===== src/rtl/nrzi_mlt3_tx_ser.sv =====
module nrzi_mlt3_tx_ser #(
  parameter int GRP_W = 5,
  parameter logic [GRP_W-1:0] IDLE_GRP = '1
) (
  input  logic             clk,
  input  logic             rst,
  input  logic             sym_stb,
  input  logic             grp_vld,
  input  logic [GRP_W-1:0] grp_data,
  input  logic             sel_mlt3,
  output logic             tx_nrzi,
  output logic [1:0]       tx_mlt3
);
  localparam logic [1:0] LV_ZERO = 2'b00;
  localparam logic [1:0] LV_POS  = 2'b01;
  localparam logic [1:0] LV_NEG  = 2'b11;

  logic [GRP_W-1:0] sh_q;
  logic             mode_q;
  logic             up_q;
  logic             nrzi_q;
  logic [1:0]       lvl_q;

  wire [GRP_W-1:0] grp_in   = grp_vld ? grp_data : IDLE_GRP;
  wire             cur_bit  = sym_stb ? grp_in[0] : sh_q[0];
  wire             cur_mode = sym_stb ? sel_mlt3 : mode_q;

  always_ff @(posedge clk) begin
    if (rst) begin
      sh_q   <= '0;
      mode_q <= 1'b0;
      up_q   <= 1'b1;
      nrzi_q <= 1'b0;
      lvl_q  <= LV_ZERO;
    end else begin
      if (sym_stb) begin
        sh_q   <= grp_in >> 1;
        mode_q <= sel_mlt3;
      end else begin
        sh_q   <= sh_q >> 1;
      end
      if (cur_bit && !cur_mode)
        nrzi_q <= ~nrzi_q;
      if (cur_bit && cur_mode) begin
        case (lvl_q)
          LV_ZERO: lvl_q <= up_q ? LV_POS : LV_NEG;
          LV_POS: begin
            lvl_q <= LV_ZERO;
            up_q  <= 1'b0;
          end
          default: begin
            lvl_q <= LV_ZERO;
            up_q  <= 1'b1;
          end
        endcase
      end
    end
  end

  assign tx_nrzi = nrzi_q;
  assign tx_mlt3 = lvl_q;

  AST_MLT_LEGAL: assert property (@(posedge clk) disable iff (rst)
    tx_mlt3 != 2'b10);
  AST_MLT_ADJACENT: assert property (@(posedge clk) disable iff (rst)
    (tx_mlt3 != $past(tx_mlt3)) |-> (tx_mlt3 == LV_ZERO || $past(tx_mlt3) == LV_ZERO));
  AST_NRZI_FROZEN: assert property (@(posedge clk) disable iff (rst)
    mode_q |-> $stable(tx_nrzi));
  AST_MLT_FROZEN: assert property (@(posedge clk) disable iff (rst)
    !mode_q |-> $stable(tx_mlt3));
  AST_RESET_STATE: assert property (@(posedge clk)
    $past(rst) |-> (tx_nrzi == 1'b0 && tx_mlt3 == LV_ZERO));
endmodule


===== config.mk =====
export PLATFORM = sky130hd
export DESIGN_NAME = nrzi_mlt3_tx_ser
export DESIGN_NICKNAME = d
export VERILOG_FILES = /design/src/rtl/nrzi_mlt3_tx_ser.sv
export SDC_FILE = /design/constraint.sdc
export NUM_CORES = 1
export LEC_CHECK = 0
export BUFFER_PORTS_ARGS = -buffer_cell sky130_fd_sc_hd__buf_4
export CAP_MARGIN = 20
export CORE_AREA = 3 3 40 42
export CTS_CLUSTER_SIZE = 40
export DETAILED_ROUTE_END_ITERATION = 6
export DIE_AREA = 0 0 43 45
export HOLD_SLACK_MARGIN = 0.12
export SYNTH_ARGS = -nofsm -noshare
export SYNTH_HDL_FRONTEND = slang
export SYNTH_SLANG_ARGS = --single-unit

===== constraint.sdc =====
create_clock -name clk -period 2.6 [get_ports clk]
set_input_delay 0 -clock clk [delete_from_list [all_inputs] [get_ports clk]]
set_output_delay 0 -clock clk [all_outputs]
set_load 0.01 [all_outputs]

# == Word-level counts from Yosys, hierarchy flattened ==
# Cells that the tools add are included.
# word_totals
output_inout_bits,3
ff_bits,10
in_bits,10
wordCells,20
# op_classes
n_mux,7
n_eq_ne,1
n_reduce_logical,5
bitwise,2
# op_table
op,n
5-bit two-way mux,1
2-bit two-way mux,2
4-bit two-way mux,1
"2-bit by 1-bit == test with 1-bit output, second input constant",1
1-bit logical AND,2
2-bit zero test,1
1-bit two-way mux,2
1-bit NOT,2
1-bit one-hot mux with 2 select lines,1
2-bit AND reduction,1
1-bit zero test,1

# == Depth between registers and ports, before layout ==
# Gate-level depths: netlist (run 1).
# logic_depth
word_depth,4
ltp_mapped,4
depth_no_buf,3

# == Worst setup path after synthesis (run 1) ==
# Ideal clock, no wire load.
# synth_path
path_type,flip-flop to flip-flop
startpoint,"reg lvl_q[0], in the netlist tx_mlt3[0]"
endpoint,reg up_q
period_less_slack_ns,1.158
setup_time_ns,0.122
arrival_time_ns,1.036
path_stages_with_launch,4
required_time_ns,2.478
setup_slack_ns,1.442
n_path_buf,0
path_cell_list,dfxtp_1 > inv_2 > o31a_1 > a221o_1
# synth_via
elab_chain_cells,3
word_cells_on_any_way,5
classes_between,eq/ne (1); mux (1); bitwise (1); reduce/logical (2)
# synth_rtl
item,line,text
"start, declared",22,logic [1:0] lvl_q;
"start signal, assigned",46,LV_ZERO: lvl_q <= up_q ? LV_POS : LV_NEG;
branches (longest 3 deep; another with 2-bit by 1-bit == test with 1-bit output),-,
"end signal, assigned",32,up_q <= 1'b1;
"end signal, assigned",49,up_q <= 1'b0;
"end signal, assigned",53,up_q <= 1'b1;
"end, declared",20,logic up_q;
# Parallel ways; which one is timed is not known.
# A chain may end at the register's enable or synchronous reset.

# == Worst setup path in the final report (run 1) ==
# layout_path
startpoint,in grp_vld
endpoint,reg sh_q[0]
# layout_via
elab_chain_cells,2
# layout_rtl
item,line,text
"start, declared",8,"input logic grp_vld,"
5-bit two-way mux,24,wire [GRP_W-1:0] grp_in = grp_vld ? grp_data : IDLE_GRP;
4-bit two-way mux,36,if (sym_stb) begin
"end signal, assigned",37,sh_q <= grp_in >> 1;
"end signal, assigned",40,sh_q <= sh_q >> 1;
"end, declared",18,logic [GRP_W-1:0] sh_q;
# Every way passes these cells.

==> impl_results.md, run 1 <==
* Leak at 0.2946 nW
* Total track usage at 13.04%
* Antenna-violating nets left at 0
* GR peak layer: met2
* Post-synthesis cell count at 45
* Crit-path most repeated cell: dlygate4sd3_1
* Worst Skew at 0.8517 ps
* Yosys reg bits at 9
* CP Capture Type: flop
* # rows at 13
* Global-route met2 utilization at 20.06%
* CTS buffer count at 3
* Crit path cell chain: dlygate4sd3_1, buf_4, nand2_1, o22ai_1, dlygate4sd3_1, nor2_1, dlygate4sd3_1
* Worst Path Buf+Inv at 4
* Placed instance count at 70
* Setup TNS at 0 ps
* Wire per inst at 11.16 um
* Ratio of cells with drive above 1 in the final layout at 23.61%
* Area delta synth->final at 61.96%
* Final min period at 1866 ps
* DR vias at 417
* Worst Tran Pin Value at 220.9 ps
* Met1 usage at 15.85%
* IO Count at 13
* XOR/XNOR Fraction of Synth Area at 0%
* Max Cap Viol at 0
* Yosys warnings at 0
* Full die area at 1935 um2
* Area after DPL at 504.2 um2
* Final Worst Setup Slack at 734.2 ps
* Final #Nets at 83
* Postcts setup bufs at 0
* Status: finished clean
* Clock net sink count at 9
* Unrepaired setup endpoints after global routing: no
* Syn_area_per_cell at 9.064 um2
* Setup-failing EPs final at 0
* Synth Area in Adders at 0%
* CP arrival at 2010 ps
* Number of port buffers at 12
* Crit share post-route at 71.76%
* Drt pass-1 iters at 2
* Initial antenna violation count at 0
* Total Wirelength at 971 um
* Seq/Total Area, Yosys at 44.17%
* H-tree level count at 1
* Mapped Nets at 55
* Synth area leader: dfxtp_1
* Clock Latency Late Sink at 260 ps
* FF-to-FF Start: sh_q[1]
* CP Data Required Time at 2740 ps
* FMAX at 536.0 MHz
* Clock Path Buffers at 2
* Min-Delay Path Class: input port to flop
* Initial Utilization at 31.74%
* Cell Pwr Density at 493.0 nW/um2
* Clock root buffer: clkbuf_4
* Final hold viol count at 0
* DR iter-0 viols at 4
* Crit path launch type: input port
* Reg-to-reg setup timing slack at 890 ps
* CP Max Fanout at 5
* Routability Congestion at 0.6288
* Pins Over Slew Limit at 0
* Drc violations at 0
* Worst Setup Path Type: input port to flop
* Post-layout util at 51.41%
* Clk slew on worst S/H paths at 60 ps
* Worst reg2reg path depth at 4
* Synth top area cells: dfxtp_1, nor2_1, nand2b_1, o22ai_1, mux2_4
* Detail Placement HPWL at 616.7 um
* Post-route insts no fill at 87
* R2r endpoint: sh_q[0]
* Mux cell area share after synthesis at 8.896%
* Die W at 43 um
* WHS at 156.8 ps
* Pin count of the biggest net entering global routing at 15
* N_diodes at 0
* Met3 usage at 1.195%
* Core ar. at 1285 um2
* Total congestion overflow at 0
* Compound-gate portion of the synthesized area at 16.87%
* Final Cell Area at 660.6 um2
* Hold Path End: up_q
* Relative slew slack at 85.16%
* Peak VDD IR at 0.2251 mV
* Hold path start: sym_stb
* Largest family of logic cells by synthesized area: simple AND/OR/NAND/NOR gates
* Synth Area in Simple Gates at 24.23%
* DR vias/cell at 4.793
* First-pass GRT wire length at 1794 um
* Yosys top cell area share at 44.17%
* Total power at 0.3257 mW
* Mapped cell area at 407.9 um2
* TritonCTS clock tree: done
* Worst path max stage delay at 570 ps
* Dpl ws at 1456 ps
* WHS Path Cells at 3
* Vias in the first global route at 408
* Synth cell types at 24
* Die height at 45 um
* Slowest CP cell: dlygate4sd3_1
* Crit-path leading delay family: buffers and inverters
Yosys cell counts, drive strengths merged:
master,number
a21oi,1
a221o,1
a311oi,1
a32oi,1
and2b,1
buf,2
dfxtp,9
inv,3
mux2,2
mux2i,1
nand2,3
nand2b,3
nand4,1
nor2,6
nor2b,2
nor3,1
nor3b,1
o22a,1
o22ai,3
o31a,1
or4,1
registers in the layout (all words and copies together) (netlist names):
| register | count |
|---|---|
| sh_q | 4 |
| tx_mlt3 | 2 |
| mode_q | 1 |
| tx_nrzi | 1 |
| up_q | 1 |
power breakdown:
group          switching, mW  internal [mW]
Combinational         0.0242         0.0416
Sequential           0.00528          0.147
Clock                 0.0486         0.0591
Total                 0.0781          0.248
worst max-delay path by stage:
stage	start	endpoint	slack, ps	cells after the start
after floorplan	tx_mlt3[0]	up_q	1440	3
after global placement	tx_mlt3[0]	up_q	1480	3
after detailed placement	tx_mlt3[0]	up_q	1460	3
after CTS	grp_vld	sh_q[0]	770	7
after global routing	grp_vld	sh_q[0]	630	7
final	grp_vld	sh_q[0]	730	7
cells in the final DEF, fill, tap and decap left out, drive strengths merged:
master,n
a21oi,1
a221o,1
a311oi,1
a32oi,1
and2b,1
buf,12
clkbuf,4
dfxtp,9
dlygate4sd3,13
inv,3
mux2,2
mux2i,1
nand2,3
nand2b,3
nand4,1
nor2,6
nor2b,2
nor3,1
nor3b,1
o22a,1
o22ai,3
o31a,1
or4,1
logic make-up (layout without fill, tap and decap cells):
kind of cell    count (synthesis)  after routing
simple gates                   19             19
compound gates                  9              9
buf+inv                         5             32
flops                           9              9
mux                             3              3
per-layer routing:
metal	vias to the layer above	part of all wire, %
met5	-	0
met4	0	2.8
met1	194	44
met3	2	2.8
li1	213	-
met2	8	51
repair_timing:
| item | CTS | global route |
|---|---|---|
| hold buffers | 13 | 0 |
| hold endpoints to repair | 7 | 0 |
| setup endpoints to repair | 0 | 0 |
| resized for setup | 0 | 0 |
worst register-to-register path, stage by stage, from the launching register on:
cell and delay (ps):
dfxtp_1 300, o22ai_1 150, dlygate4sd3_1 570, nor2_1 40, dlygate4sd3_1 550
area by class of cell:
type                            instances  area [um2]
Multi-Input combinational cell         31       203.9
Clock buffer                            4       26.28
Timing Repair Buffer                   25       220.2
Inverter                                3       11.26
Tap cell                               15       18.77
Sequential cell                         9       180.2
Fill cell                             121       624.3
No activity file was read; power rests on OpenSTA's default activity.
==> run 2: changes to the inputs <==
- clock period: 2.6 -> 1.6 ns (I/O delays scaled with it)
==> run 2 against run 1 <==
Effect of this change:
- count of clock-buffer cells in the layout stayed put
- final cell count is 3.4% lower
- clock skew grew 4.2 ps
- register-to-register slack lost 440 ps
- utilization fell by 2.3 points
- non-clock buffer count decreased by 3
- global-route usage decreased by 2.5 points
- wire length decreased by 11%
- final area decreased by 4.5%
- flip-flop and latch count stayed put
- sequential share of layout area up 1.3 points
==> impl_results.md, run 2 (same netlist as run 1, synthesis figures left out) <==
* Clock Path Buffers at 2 (unchanged)
* R2r endpoint: up_q (was sh_q[0])
* Clock group share of total power at 33.9% (was 33.1%)
* Final min period at 1311 ps
* Commonest cells after routing, fill and taps aside: buf_4, dlygate4sd3_1, dfxtp_1, nor2_1 (was dlygate4sd3_1, buf_4, dfxtp_1, nor2_1)
* Final hold viol count at 0 (unchanged)
* CP Data Required Time at 1810 ps (was 2740 ps)
* Clk slew on worst S/H paths at 60 ps (about the same)
* DR vias at 398 (was 417)
* Hold path start: sym_stb (unchanged)
* Peak VDD IR at 0.3060 mV (was 0.2251 mV)
* Pin count of the biggest net entering global routing at 15 (unchanged)
* Switching Share at 24.02% (was 23.99%)
* Clock root buffer: clkbuf_4 (unchanged)
* N_diodes at 0 (unchanged)
* Crit share post-route at 81.93%
* Max Cap Viol at 0 (unchanged)
* CP Max Fanout at 5 (unchanged)
* Ratio of cells with drive above 1 in the final layout at 24.64% (was 23.61%)
* Number of port buffers at 12 (unchanged)
* CP Capture Type: flop (unchanged)
* TritonCTS clock tree: done (unchanged)
* WHS Path Cells at 3 (unchanged)
* Pins Over Slew Limit at 0 (unchanged)
* Crit path launch type: input port (unchanged)
* Leak at 0.2793 nW (was 0.2946 nW)
* Total congestion overflow at 0 (unchanged)
* Drc violations at 0 (unchanged)
* Worst Tran Pin Value at 189.6 ps (was 220.9 ps)
* Drt pass-1 iters at 3 (was 2)
* Initial Utilization at 31.74% (unchanged)
* DR vias/cell at 4.738 (was 4.793)
* Post-layout util at 49.08% (was 51.41%)
* Vias in the first global route at 370 (was 408)
* Unrepaired setup endpoints after global routing: no (unchanged)
* Die height at 45 um (unchanged)
* Detail Placement HPWL at 607.2 um (was 616.7 um)
* Min-Delay Path Class: input port to flop (unchanged)
* First-pass GRT wire length at 1497 um (was 1794 um)
* Internal power at 0.3950 mW (was 0.2476 mW)
* Wire per inst at 10.27 um (was 11.16 um)
* Die W at 43 um (unchanged)
* Worst Setup Path Type: input port to flop (unchanged)
* Setup TNS at 0 ps (unchanged)
* Sw power at 0.1249 mW (was 0.07814 mW)
* Antenna-violating nets left at 0 (unchanged)
* Total Wirelength at 863 um (was 971 um)
* Commonest non-fill, non-tap cell in the layout: buf_4 (was dlygate4sd3_1)
* Total track usage at 10.54% (was 13.04%)
* Full die area at 1935 um2 (unchanged)
* CTS buffer count at 3 (unchanged)
* Initial antenna violation count at 0 (unchanged)
* Relative slew slack at 87.27% (was 85.16%)
* H-tree level count at 1 (unchanged)
* Hold Path End: sh_q[0] (was up_q)
* IO Count at 13 (unchanged)
* Clock net sink count at 9 (unchanged)
* Clock Latency Late Sink at 260 ps (about the same)
* Cell Pwr Density at 824.5 nW/um2 (was 493.0 nW/um2)
* DR iter-0 viols at 7 (was 4)
* Post-route insts no fill at 84 (was 87)
* Sequential share of power at 47.5% (was 46.7%)
* FF-to-FF Start: tx_mlt3[0] (was sh_q[1])
* Worst reg2reg path depth at 3 (was 4)
* Status: finished clean (unchanged)
* Setup-failing EPs final at 0 (unchanged)
* Worst Skew at 5.010 ps (was 0.8517 ps)
* Routability Congestion at 0.6288 (unchanged)
* CP arrival at 1520 ps (was 2010 ps)
* Area delta synth->final at 54.60% (was 61.96%)
* Final #Nets at 80 (was 83)
* Largest Register: sh_q (unchanged)
* Placed instance count at 70 (unchanged)
* Reg-to-reg setup timing slack at 450 ps (was 890 ps)
* # rows at 13 (unchanged)
* FMAX at 762.9 MHz
* Max reg flops at 4 (unchanged)
* Core ar. at 1285 um2 (unchanged)
* Proportion of power drawn by combinational gates at 18.5% (was 20.2%)
## run 2: power groups by stage
stage                     Clock, mW  Combinational, mW  Sequential, mW
after floorplan                   0             0.0417           0.253
after global placement            0             0.0762           0.252
after detailed placement          0             0.0767           0.252
after CTS                     0.177             0.0977           0.247
after global routing          0.193              0.107           0.249
final                         0.176             0.0962           0.247
## run 2: final cells by class
class | instances | area, um2
fill | 132 | 654.4
multi-input combinational | 31 | 203.9
timing repair buffer | 22 | 190.2
sequential | 9 | 180.2
clock buffer | 4 | 26.28
tap | 15 | 18.77
inverter | 3 | 11.26
## run 2: per-stage QoR
step	setup WS [ps]	instance area [um2]	hold slack, ps	power (mW)
floorplan	442.0	407.9	114.1	0.2950
global route	202.8	630.6	171.4	0.5495
CTS	285.8	630.6	132.5	0.5220
detailed placement	454.1	504.2	239.1	0.3291
global placement	479.5	504.2	236.7	0.3283
finish	289.1	630.6	121.0	0.5199
## run 2: worst max-delay path, cell delays in order
cell and delay, ps:
dlygate4sd3_1 530, buf_4 150, nor2b_1 120, nor3b_1 150, dlygate4sd3_1 560
## run 2: repair_timing
| action | CTS | global route |
|---|---|---|
| buffers inserted | 0 | 0 |
| setup endpoints to repair | 0 | 0 |
| hold buffers | 10 | 0 |
| gates resized for setup | 0 | 0 |
| hold endpoints to repair | 7 | 0 |
## run 2: worst max-delay path by stage
stage | start | endpoint | slack (ps) | depth (start not counted)
finish | grp_vld | sh_q[3] | 290 | 5
global route | grp_vld | sh_q[3] | 200 | 5
CTS | grp_vld | sh_q[3] | 290 | 5
detailed placement | tx_mlt3[0] | up_q | 450 | 3
global placement | tx_mlt3[0] | up_q | 480 | 3
floorplan | tx_mlt3[0] | up_q | 440 | 3
## run 2: metal layers
layer  share of wire (%)  vias to the layer above  wire length, um  track usage, %
li1                    -                      208                -               -
met3                 3.0                        2               26           1.195
met2                  44                        8              384           14.67
met1                  50                      180              430           13.66
met4                 2.5                        0               22           10.84
met5                   0                        -                0               0
